==> src/rtl/classd_ctrl_pkg.sv <==
package classd_ctrl_pkg;
  typedef enum logic [1:0] {
    MODE_STANDBY = 2'b00,
    MODE_LINE    = 2'b01,
    MODE_HP      = 2'b10,
    MODE_TONE    = 2'b11
  } drv_mode_e;

  typedef struct packed {
    logic hp;
    logic line;
    logic tone;
  } stage_en_t;
endpackage

==> src/rtl/classd_sync.sv <==
module classd_sync #(
  parameter int STAGES = 2
) (
  input  logic clk,
  input  logic rst,
  input  logic d,
  output logic q
);
  logic [STAGES-1:0] chain;

  always_ff @(posedge clk) begin
    if (rst) chain <= '0;
    else     chain <= {chain[STAGES-2:0], d};
  end

  assign q = chain[STAGES-1];
endmodule

==> src/rtl/classd_mode_dec.sv <==
module classd_mode_dec
  import classd_ctrl_pkg::*;
(
  input  drv_mode_e mode,
  input  logic      supply_ok,
  output stage_en_t en
);
  always_comb begin
    en = '0;
    if (supply_ok) begin
      unique case (mode)
        MODE_LINE: en.line = 1'b1;
        MODE_HP:   en.hp   = 1'b1;
        MODE_TONE: en.tone = 1'b1;
        default:   en      = '0;
      endcase
    end
  end
endmodule

==> src/rtl/classd_stage.sv <==
module classd_stage #(
  parameter int W = 2
) (
  input  logic         clk,
  input  logic         rst,
  input  logic         en,
  input  logic [W-1:0] d,
  output logic [W-1:0] q,
  output logic [W-1:0] oe
);
  for (genvar i = 0; i < W; i++) begin : g_bit
    always_ff @(posedge clk) begin
      if (rst) begin
        q[i]  <= 1'b0;
        oe[i] <= 1'b0;
      end else begin
        oe[i] <= en;
        q[i]  <= en & d[i];
      end
    end
  end
endmodule

==> src/rtl/classd_out_ctrl.sv <==
module classd_out_ctrl
  import classd_ctrl_pkg::*;
#(
  parameter int NCH        = 2,
  parameter int SYNC_DEPTH = 2
) (
  input  logic           clk,
  input  logic           rst,
  input  logic [NCH-1:0] audio_in,
  input  logic           tone_in,
  input  logic           level_hi_in,
  input  logic [1:0]     mode_sel,
  input  logic           supply_ok_raw,
  output logic [NCH-1:0] hp_data,
  output logic [NCH-1:0] hp_oe,
  output logic [NCH-1:0] line_data,
  output logic [NCH-1:0] line_oe,
  output logic [1:0]     tone_data,
  output logic [1:0]     tone_oe,
  output logic           level_hi
);
  localparam int TONE_PINS = 2;

  logic [NCH-1:0] audio_q;
  logic           tone_q;
  logic           level_q;
  drv_mode_e      mode_q;
  logic           supply_s;
  stage_en_t      en;
  logic [TONE_PINS-1:0] tone_pair;

  always_ff @(posedge clk) begin
    if (rst) begin
      audio_q  <= '0;
      tone_q   <= 1'b0;
      level_q  <= 1'b0;
      mode_q   <= MODE_STANDBY;
      level_hi <= 1'b0;
    end else begin
      audio_q  <= audio_in;
      tone_q   <= tone_in;
      level_q  <= level_hi_in;
      mode_q   <= drv_mode_e'(mode_sel);
      level_hi <= level_q;
    end
  end

  classd_sync #(.STAGES(SYNC_DEPTH)) u_sync (
    .clk(clk), .rst(rst), .d(supply_ok_raw), .q(supply_s)
  );

  classd_mode_dec u_dec (
    .mode(mode_q), .supply_ok(supply_s), .en(en)
  );

  assign tone_pair = {~tone_q, tone_q};

  classd_stage #(.W(NCH)) u_hp (
    .clk(clk), .rst(rst), .en(en.hp), .d(audio_q), .q(hp_data), .oe(hp_oe)
  );

  classd_stage #(.W(NCH)) u_line (
    .clk(clk), .rst(rst), .en(en.line), .d(audio_q), .q(line_data), .oe(line_oe)
  );

  classd_stage #(.W(TONE_PINS)) u_tone (
    .clk(clk), .rst(rst), .en(en.tone), .d(tone_pair), .q(tone_data), .oe(tone_oe)
  );


  p_reset_quiet_r1: assert property (@(posedge clk)
    rst |=> (hp_oe == '0 && line_oe == '0 && tone_oe == '0 && level_hi == 1'b0))
    else $error("R1 reset state");


  p_supply_blank_r7: assert property (@(posedge clk) disable iff (rst)
    !supply_s |=> (hp_oe == '0 && line_oe == '0 && tone_oe == '0))
    else $error("R7 supply gating");


  p_exclusive_r9: assert property (@(posedge clk) disable iff (rst)
    $countones({|hp_oe, |line_oe, |tone_oe}) <= 1)
    else $error("R9 stage exclusion");


  p_hp_follow_r2: assert property (@(posedge clk) disable iff (rst)
    en.hp |=> (hp_oe == {NCH{1'b1}} && hp_data == $past(audio_q)))
    else $error("R2 headphone data");


  p_tone_pair_r6: assert property (@(posedge clk) disable iff (rst)
    (tone_oe == 2'b11) |-> (tone_data[1] == ~tone_data[0]))
    else $error("R6 beep pins");
endmodule

==> config.mk <==
export PLATFORM = sky130hd
export DESIGN_NAME = classd_out_ctrl
export DESIGN_NICKNAME = d
export VERILOG_FILES = /design/src/rtl/classd_ctrl_pkg.sv /design/src/rtl/classd_sync.sv /design/src/rtl/classd_mode_dec.sv /design/src/rtl/classd_stage.sv /design/src/rtl/classd_out_ctrl.sv
export SDC_FILE = /design/constraint.sdc
export NUM_CORES = 1
export LEC_CHECK = 0
export CORE_MARGIN = 8
export CORE_UTILIZATION = 40
export DETAILED_ROUTE_END_ITERATION = 10
export DONT_BUFFER_PORTS = 1
export SKIP_CTS_REPAIR_TIMING = 1
export SLEW_MARGIN = 20
export SYNTH_ARGS = -nofsm -noshare
export SYNTH_HDL_FRONTEND = slang
export SYNTH_SLANG_ARGS = --single-unit
==> constraint.sdc <==
create_clock -name clk -period 0.9 [get_ports clk]
set_input_delay 0 -clock clk [delete_from_list [all_inputs] [get_ports clk]]
set_output_delay 0 -clock clk [all_outputs]
set_load 0.01 [all_outputs]
# After elaboration in Yosys (flattened, before gate mapping)
# Index checks and enable logic that the tools add are counted.
# classes
n_eq_ne	3
n_mux	4
bitwise_logic	7
# ops
op	count
AND 1 bit	6
equality test 2 bit (second input constant)	2
2-to-1 mux 1 bit	3
2-to-1 mux 3 bit	1
equality test 2 x 1 -> 1 bit (second input constant)	1
NOT 1 bit	1
# totals
register_bits	18
in_bits	9
out_inout_bits	13
elab_cells	29

# Logic depth before layout (Yosys ltp)
# Gate-level depths: netlist of run 1.
# depth
ltp_word	4
ltp_mapped	2
ltp_nobuf	2

# Hierarchy
# From an unflattened synthesis of run 1, not the netlist that was laid out.
# unflattened
cells_unflattened	43
area_unflattened_um2	554.3
# modules_own_cells
module	n_inst	cells_per_inst	area_each_um2	seq_area_each_um2
classd_stage	3	7	96.3	60.1
classd_out_ctrl	1	15	187.7	140.1
classd_sync	1	4	52.6	40.0
classd_mode_dec	1	3	25.0	0.0

# Worst setup path before layout of run 1
# Ideal clock, no wire load.
# synth_path
kind	reg2reg
from	register mode_q[1]
to	register u_hp.q[1]
setup_ns	0.064
t_arrival_ns	0.772
required_time_ns	0.836
slack_ns	0.064
path_stages_with_launch	3
n_path_buf	0
period_less_slack_ns	0.836
cell_sequence	dfxtp_1 > or3b_1 > nor2_1
# synth_between
elab_chain_len	4
# synth_lines
item	line_no	text
from (decl)	classd_out_ctrl.sv:27	drv_mode_e mode_q;
from (signal assigned)	classd_out_ctrl.sv:43	mode_q <= drv_mode_e'(mode_sel);
equality test 2 bit	classd_mode_dec.sv:11	unique case (mode)
2-to-1 mux 1 bit	classd_mode_dec.sv:11	
2-to-1 mux 3 bit	classd_mode_dec.sv:10	if (supply_ok) begin
AND 1 bit	classd_stage.sv:18	q[i] <= en & d[i];
to (signal, indexed assignment)	classd_stage.sv:18	
to (decl)	classd_stage.sv:8	output logic [W-1:0] q,
# Every way passes these cells.
# A chain may end at the register's enable or synchronous reset.

# Final worst setup path of run 1
# layout_path
from	register mode_q[0]
to	register u_line.q[0]
# layout_between
elab_chain_len	4
# layout_lines
item	line_no
equality test 2 x 1 -> 1 bit	classd_mode_dec.sv:11
2-to-1 mux 1 bit	classd_mode_dec.sv:11
2-to-1 mux 3 bit	classd_mode_dec.sv:10
AND 1 bit	classd_stage.sv:18
to (signal, indexed assignment)	classd_stage.sv:18
to (decl)	classd_stage.sv:8
# Every way passes these cells.

==> reports/metrics.cfg, run 1 <==
[setup_path]
end_kind=flop
r2r_slack_ns=0.0003
worstReg2RegEnd=u_line.q[0]
path_delay_family=simple AND/OR/NAND/NOR gates
crit_slowest_cell=dfxtp_2
cp_slowest_stage_delay_ns=0.36
cp.arrival_ns=1.12
worst-path-max-fanout=5
crit_required_ns=1.12
path_cells=or3b_1 > nor2_1
start_kind=flop
path_buf_inv=0
rr_startpoint=mode_q[0]
worstRegToRegCells=2
crit_type=reg -> reg

[yosys]
synthCells=44
synth_compound_area_share_pct=0
syn_area_um2=542
muxShareOfSynthArea_pct=0
synth_adder_area_share_pct=0
synth_top_area_share_pct=66.5
yosysSeqAreaShare_pct=66.5
yosys.area_share.simple_pct=28.6
synthDistinctLibCells=11
syn_nets=53
synth_xor_area_share_pct=0
synth_top_cell_by_area=dfxtp_1
synthTopCellsByArea=dfxtp_1 (67%), and2b_1 (11%), and4bb_2 (4.6%)
yosys_register_bits=18
avgSynthCellArea_um2=12.3
yosys_warnings=0
synth_top_family_by_area=simple AND/OR/NAND/NOR gates

[power_and_ir_drop]
power.total_uw=1350
peakVddDrop_uv=1290
powerDensity_nw_per_um2=2080
leakage_uw=0.000273

[sta]
slew_viol_final=0
rsz0062_at_grt=yes
skew_ns=0.00161
fin_crit_ns=0.900
fmax_mhz=1110
worst_slew_pin_slew_ns=0.207
worst_slack_ns=0.000272
setup_viol=0
hold_viol=15
whs_ns=-0.106
relSlewSlack_pct=86.2
period_share_pct=100

[clock_tree]
clockBufferDepth=2
root_buffer=clkbuf_4
cts_tree=yes
cts_max_level=1
worst_skew_pair.late_latency_ns=0.28
cts.sinks=18
clk_pin_slew_ns=0.09
numCtsBuffers=3

[global_routing]
grt_pass1_wl_um=1080
antenna_found_initial=0
grt.overflow.total=0
grt_pass1_vias=236
grt_max_degree=15
grt_use_total_pct=5.75

[detailed_routing]
wl_per_cell_um=11.8
vias=297
route.detailed.drc=0
wl_um=778
drt_iter0_drc=6
first_pass_iters=3
viasPerCell=4.50
antenna_left=0

[run_status]
violations=hold timing
status=complete, but fails checks

[place]
dpl_worst_slack_ns=-0.0128
dp_hpwl_um=585
gp_congestion=0.599
portBuffers=0
place_inst=55

[die]
die_y_um=52.8
initial_core_util_pct=42.2
die_area_um2=2790
coreArea_um2=1280
io_pins=22
rows=13
fp.dieW_um=52.8

[job]
drv_cap=0

[min_path]
whs_path_depth=2
min-delay-start=rst
hp-class=in -> reg
min_to=u_hp.q[1]

[cells_and_area]
areaGrowthSynthToFinish_pct=19.6
nets=61
antenna_cells=0
stdcell_count=66
nFillCells=119
layout_commonest_cell=dfxtp_1
drive_gt1_share_pct=21.6
final_cell_mix=dfxtp_1 (16), and2b_1 (8), dlygate4sd3_1 (7)

## final cells by class
| cell class | instances | area (µm²) | share of cell area (%) |
|---|---|---|---|
| Clock buffer | 4 | 36.3 | 5.60 |
| Sequential cell | 18 | 363 | 56.0 |
| Tap cell | 15 | 18.8 | 2.90 |
| Multi-Input combinational cell | 22 | 160 | 24.7 |
| Timing Repair Buffer | 7 | 70.1 | 10.8 |
## stage by stage
step                      hold WS, ns  setup TNS [ns]  utilization (%)  instance area (µm²)
after detailed placement       0.0748         -0.0180             41.6                  534
after floorplan                 0.125               0                -                  542
after CTS                      -0.243         -0.0983             44.4                  571
final                          -0.106               0             50.4                  648
after global routing           -0.129         -0.0845             50.4                  648
after global placement         0.0739               0             41.6                  534
## how the worst max path moves through the flow
stage / start / end / slack, ns / cells after the start
floorplan: mode_q[1] / u_hp.q[1] / 0.06 / 2
global placement: mode_q[1] / u_hp.q[1] / 0.05 / 2
detailed placement: mode_q[1] / u_hp.q[1] / -0.01 / 2
CTS: mode_q[1] / u_hp.q[1] / -0.04 / 2
global route: mode_q[0] / u_line.q[0] / -0.03 / 2
finish: mode_q[0] / u_line.q[0] / 0.0003 / 2
## sequential cells by signal, indices dropped and copies added, names as in the netlist
signal        count
audio_q           2
level_hi          1
level_q           1
mode_q            2
tone_q            1
u_hp.oe           1
u_hp.q            2
u_line.oe         1
u_line.q          2
u_sync.chain      2
u_tone.oe         1
u_tone.q          2
## synth_stat cells (all sizes together)
cell	instances
clkbuf	1
nand2	2
and4b	1
and2	1
and4bb	2
dfxtp	18
or3b	2
nor2	4
and2b	8
buf	3
nor2b	2
## where the power goes
part | switching [µW] | internal (µW)
Clock | 220 | 246
Combinational | 9.75 | 40.8
Sequential | 12.4 | 819
## worst register-to-register path, delay by kind of cell (launching register included)
family | cells | cell delay (ns)
simple gates | 2 | 0.48
flops | 1 | 0.36
## routing by layer
layer  GRT usage [%]  part of all wire, %  vias up
li1                -                    -      149
met5               0                    0        -
met3            7.39                   18        0
met1            5.71                   40      129
met2            7.03                   42       19
met4            1.72                    0        0
## cells by family (layout without fill, tap and decap cells)
family	Yosys count	in the layout
flip-flops	18	18
buffers and inverters	4	11
AND/OR/NAND/NOR	22	22
(Power assumes the default switching activity.)
==> run 2: changes to the inputs <==
- CORE_MARGIN: 8 -> 2
- SYNTH_HIERARCHICAL: not set -> 1
==> reports/metrics.cfg, run 2 <==
[min_path]
hp-class=in -> reg

[setup_path]
crit_required_ns=1.08  ; -0.04 ns
r2r_slack_ns=0.05  ; +0.04 ns
end_kind=flop
crit_type=reg -> reg
worst-path-max-fanout=3  ; -2
cp.arrival_ns=1.04  ; -0.08 ns
crit_slowest_cell=dfxtp_1
start_kind=flop
cp_slowest_stage_delay_ns=0.35  ; about the same
path_cells=and3b_1 > and3b_2

[yosys]
synth_edf_count=0  ; unchanged
synthTopCellsByArea=dfxtp_1 (65%), and3b_2 (11%), nor2b_1 (10%)
synthFlopType=dfxtp_1
synth_top_area_share_pct=65.0  ; -1.5 points
synthDistinctLibCells=8  ; -3
syn_nets=52  ; -1.9%
yosysSeqAreaShare_pct=65.0  ; -1.5 points
synthArstFlopShare_pct=0  ; unchanged
yosys_register_bits=18  ; unchanged
synth_top_cell_by_area=dfxtp_1
yosys_warnings=6  ; +6
avgSynthCellArea_um2=12.9  ; +4.7%
synthCells=43  ; -2.3%
yosysMostFrequentCell=dfxtp_1
syn_area_um2=554  ; +2.3%
synth_common_cells=dfxtp_1 (18), nor2b_1 (9), and3b_2 (6), and2b_2 (3), buf_4 (3)

[sta]
worst_slew_pin_slew_ns=0.363  ; +0.156 ns
setup-tns-final_ns=0  ; unchanged
fmax_mhz=1170  ; +5.3%
worst_slack_ns=0.0452  ; +0.0449 ns
rsz0062_at_grt=no
hold_viol=0  ; -15
period_share_pct=95.0  ; -5.0 points
skew_ns=0.00252  ; +0.000905 ns
slew_viol_final=0  ; unchanged
fin_crit_ns=0.855  ; -0.0449 ns
setup_viol=0  ; unchanged
relSlewSlack_pct=75.7  ; -10 points

[detailed_routing]
wl_um=687  ; -12%
route.detailed.drc=0  ; unchanged
antenna_left=0  ; unchanged
drt_iter0_drc=2  ; -4
wl_per_cell_um=10.3  ; -13%
first_pass_iters=2  ; -1
viasPerCell=4.42  ; -1.8%
vias=296  ; -0.34%

[cells_and_area]
areaGrowthSynthToFinish_pct=20.3
layout_commonest_cell=dfxtp_1
nets=62  ; +1.6%
final_cell_mix=dfxtp_1 (18), nor2b_1 (9), dlygate4sd3_1 (8)
antenna_cells=0  ; unchanged
drive_gt1_share_pct=26.9  ; +5.4 points

[power_and_ir_drop]
powerDensity_nw_per_um2=2020  ; -2.8%
leakage_uw=0.000308  ; +13%
peakVddDrop_uv=973  ; -24%

[die]
die_area_um2=1700  ; -39%
die_y_um=41.2  ; -22%
io_pins=22  ; unchanged
fp.dieW_um=41.2  ; -22%
coreArea_um2=1300  ; +1.3%
rows=13  ; unchanged
initial_core_util_pct=42.6  ; +0.43 points

[global_routing]
grt_use_total_pct=10.5  ; +4.8 points
grt_max_degree=19  ; +4
grt_pass1_vias=250  ; +5.9%
grt.overflow.total=0  ; unchanged
grt_pass1_wl_um=1030  ; -5.1%
antenna_found_initial=0  ; unchanged

[place]
gp_congestion=0.594  ; -0.87%
dpl_worst_slack_ns=0.0585  ; +0.0712 ns
portBuffers=0  ; unchanged

[clock_tree]
clk_pin_slew_ns=0.09  ; about the same
worst_skew_pair.late_latency_ns=0.28  ; about the same
root_buffer=clkbuf_4
cts_tree=yes
clockBufferDepth=2  ; unchanged
cts_max_level=1  ; unchanged
cts.sinks=18  ; unchanged
numCtsBuffers=3  ; unchanged

[run_status]
status=complete, no violations

[job]
drv_cap=0  ; unchanged

## run 2: routing by layer
layer	GRT usage, %	vias to the layer above	routed length (µm)
met5	0	-	0
met4	12.1	0	0
met3	4.89	0	76
met2	13.3	22	317
met1	11.8	121	293
li1	-	153	-
## run 2: final cells by class
class	count	area, µm²
clock buffers	4	36.3
flip-flops and latches	18	360
repair buffers	8	80.1
inverters	1	3.75
fillers	131	634
well taps	15	18.8
multi-input cells	21	168
## run 2: path summary, 6_finish.rpt
path | from | end | depth (start not counted)
setup / recovery | mode_q[0] | u_hp/q[1] | 2
hold / removal | rst | mode_q[0] | 2
setup reg to reg | mode_q[0] | u_hp/q[1] | 2
hold reg to reg | level_q | level_hi | 1
## run 2: critical path: cells and delay by family, from the launching register on
family	cells	cell delay, ns
and+or+nand+nor	2	0.40
DFF	1	0.35
## run 2: kinds of logic after synthesis
kind of cell | Yosys count | share of synthesized area (%)
and+or+nand+nor | 21 | 30.2
buffers and inverters | 4 | 4.74
DFF | 18 | 65.0
## run 2: report_power, final
part | leakage [µW] | internal [µW] | switching, µW
logic | 0.000140 | 39.8 | 14.6
clock network | 0.0000210 | 246 | 218
registers | 0.000147 | 818 | 11.0
## run 2: through the flow
| stage | instances | util [%] | total power, µW | hold slack, ns | cell area (µm²) |
|---|---|---|---|---|---|
| after floorplan | 43 | - | 866 | 0.0716 | 554 |
| final | 67 | 51.2 | 1350 | 0.318 | 667 |
| after CTS | 59 | 45.1 | 1340 | -0.239 | 587 |
| after global placement | 55 | 42.3 | 869 | 0.0732 | 551 |
| after global routing | 67 | 51.2 | 1420 | 0.301 | 667 |
| after detailed placement | 55 | 42.3 | 870 | 0.0742 | 551 |
==> run 3: changes to the inputs <==
- clock period: 0.9 -> 1 ns (I/O delays scaled with it)
==> reports/metrics.cfg, run 3 (synthesis gave the netlist of run 2 again) <==
[global_routing]
grt_pass1_vias=250  ; unchanged
grt_pass1_wl_um=1030  ; unchanged
grt_max_degree=19  ; unchanged
antenna_found_initial=0  ; unchanged
grt.overflow.total=0  ; unchanged
grt_use_total_pct=10.5  ; unchanged

[clock_tree]
clk_pin_slew_ns=0.09  ; about the same
numCtsBuffers=3  ; unchanged
cts_max_level=1  ; unchanged
clockBufferDepth=2  ; unchanged
cts.sinks=18  ; unchanged
worst_skew_pair.late_latency_ns=0.28  ; about the same
cts_tree=yes
root_buffer=clkbuf_4

[detailed_routing]
antenna_left=0  ; unchanged
drt_iter0_drc=2  ; unchanged
wl_per_cell_um=9.75  ; -4.9%
wl_um=653  ; -4.9%
route.detailed.drc=0  ; unchanged
vias=297  ; +0.34%
viasPerCell=4.43  ; +0.34%
first_pass_iters=2  ; unchanged

[job]
drv_cap=0  ; unchanged

[run_status]
status=complete, no violations

[setup_path]
path_delay_family=buffers and inverters
r2r_slack_ns=0.15  ; +0.10 ns
crit_path_end=u_line/oe[1]
crit_type=in -> reg
worst-path-max-fanout=18  ; +15
start_kind=input port
end_kind=flop
path_buf_inv=1  ; +1
path_cells=dlygate4sd3_1 > and2b_2
worstReg2RegEnd=u_hp/q[1]
rr_startpoint=mode_q[0]
critPathLaunch=rst
cp.depth=2  ; unchanged
cp_slowest_stage_delay_ns=0.84  ; +0.49 ns
cp.arrival_ns=1.11  ; +0.07 ns
crit_required_ns=1.18  ; +0.10 ns
worstRegToRegCells=2  ; unchanged
crit_slowest_cell=dlygate4sd3_1

[die]
initial_core_util_pct=42.6  ; unchanged
rows=13  ; unchanged
fp.dieW_um=41.2  ; unchanged
io_pins=22  ; unchanged
die_y_um=41.2  ; unchanged
coreArea_um2=1300  ; unchanged
die_area_um2=1700  ; unchanged

[sta]
setup_viol=0  ; unchanged
period_share_pct=92.8
worst_slew_pin_slew_ns=0.480  ; +0.118 ns
rsz0062_at_grt=no
relSlewSlack_pct=67.9  ; -7.9 points
hold_viol=0  ; unchanged
setup-tns-final_ns=0  ; unchanged
slew_viol_final=0  ; unchanged
skew_ns=0.00343  ; +0.000916 ns
fmax_mhz=1080
fin_crit_ns=0.928

[power_and_ir_drop]
leakage_uw=0.000303  ; -1.8%
powerDensity_nw_per_um2=1820  ; -9.7%
peakVddDrop_uv=878  ; -9.8%

[cells_and_area]
stdcell_area_um2=667  ; unchanged
antenna_cells=0  ; unchanged
nets=62  ; unchanged
final_cell_mix=dfxtp_1 (18), nor2b_1 (9), dlygate4sd3_1 (8)
layout_commonest_cell=dfxtp_1
nFillCells=129  ; -1.5%
drive_gt1_share_pct=26.9  ; unchanged
areaGrowthSynthToFinish_pct=20.3  ; unchanged

[min_path]
hp-class=in -> reg

[place]
gp_congestion=0.594  ; unchanged
portBuffers=0  ; unchanged
placed_area_um2=551  ; unchanged

[run 3: layout make-up]
cell class,count,area [µm²],share of cell area [%]
multi-input combinational,21,168,25.1
timing repair buffer,8,80.1,12.0
clock buffer,4,36.3,5.44
inverter,1,3.75,0.563
tap,15,18.8,2.81
sequential,18,360,54.0
[run 3: worst min path at each step]
| stage | depth (start not counted) | slack, ns | from | endpoint |
|---|---|---|---|---|
| 3_3_place_gp | 1 | 0.07 | rst | u_sync/chain[0] |
| 4_1_cts | 1 | -0.24 | rst | u_sync/chain[0] |
| 2_1_floorplan | 1 | 0.07 | rst | audio_q[0] |
| 6_report | 2 | 0.37 | audio_in[0] | audio_q[0] |
| 5_1_grt | 2 | 0.37 | mode_sel[1] | mode_q[1] |
| 3_5_place_dp | 1 | 0.07 | rst | u_sync/chain[0] |
[run 3: per-stage QoR]
stage               util, %  power [µW]  hold slack (ns)  std cells  worst slack (ns)
floorplan                 -         780           0.0716         43             0.202
global placement       42.3         782           0.0732         55             0.181
detailed placement     42.3         783           0.0742         55             0.158
CTS                    45.1        1200           -0.239         59             0.145
global route           51.2        1280            0.367         67           0.00279
finish                 51.2        1220            0.373         67            0.0717
[run 3: power by group]
group	internal [µW]	switching, µW
sequential	736	9.64
clock	221	198
combinational	35.8	15.1
total	993	223
[run 3: routing by layer]
layer,track usage [%],part of all wire [%],vias up
met2,13.3,47,22
li1,-,-,154
met1,11.8,42,121
met5,0,0,-
met4,12.1,0,0
met3,4.89,12,0
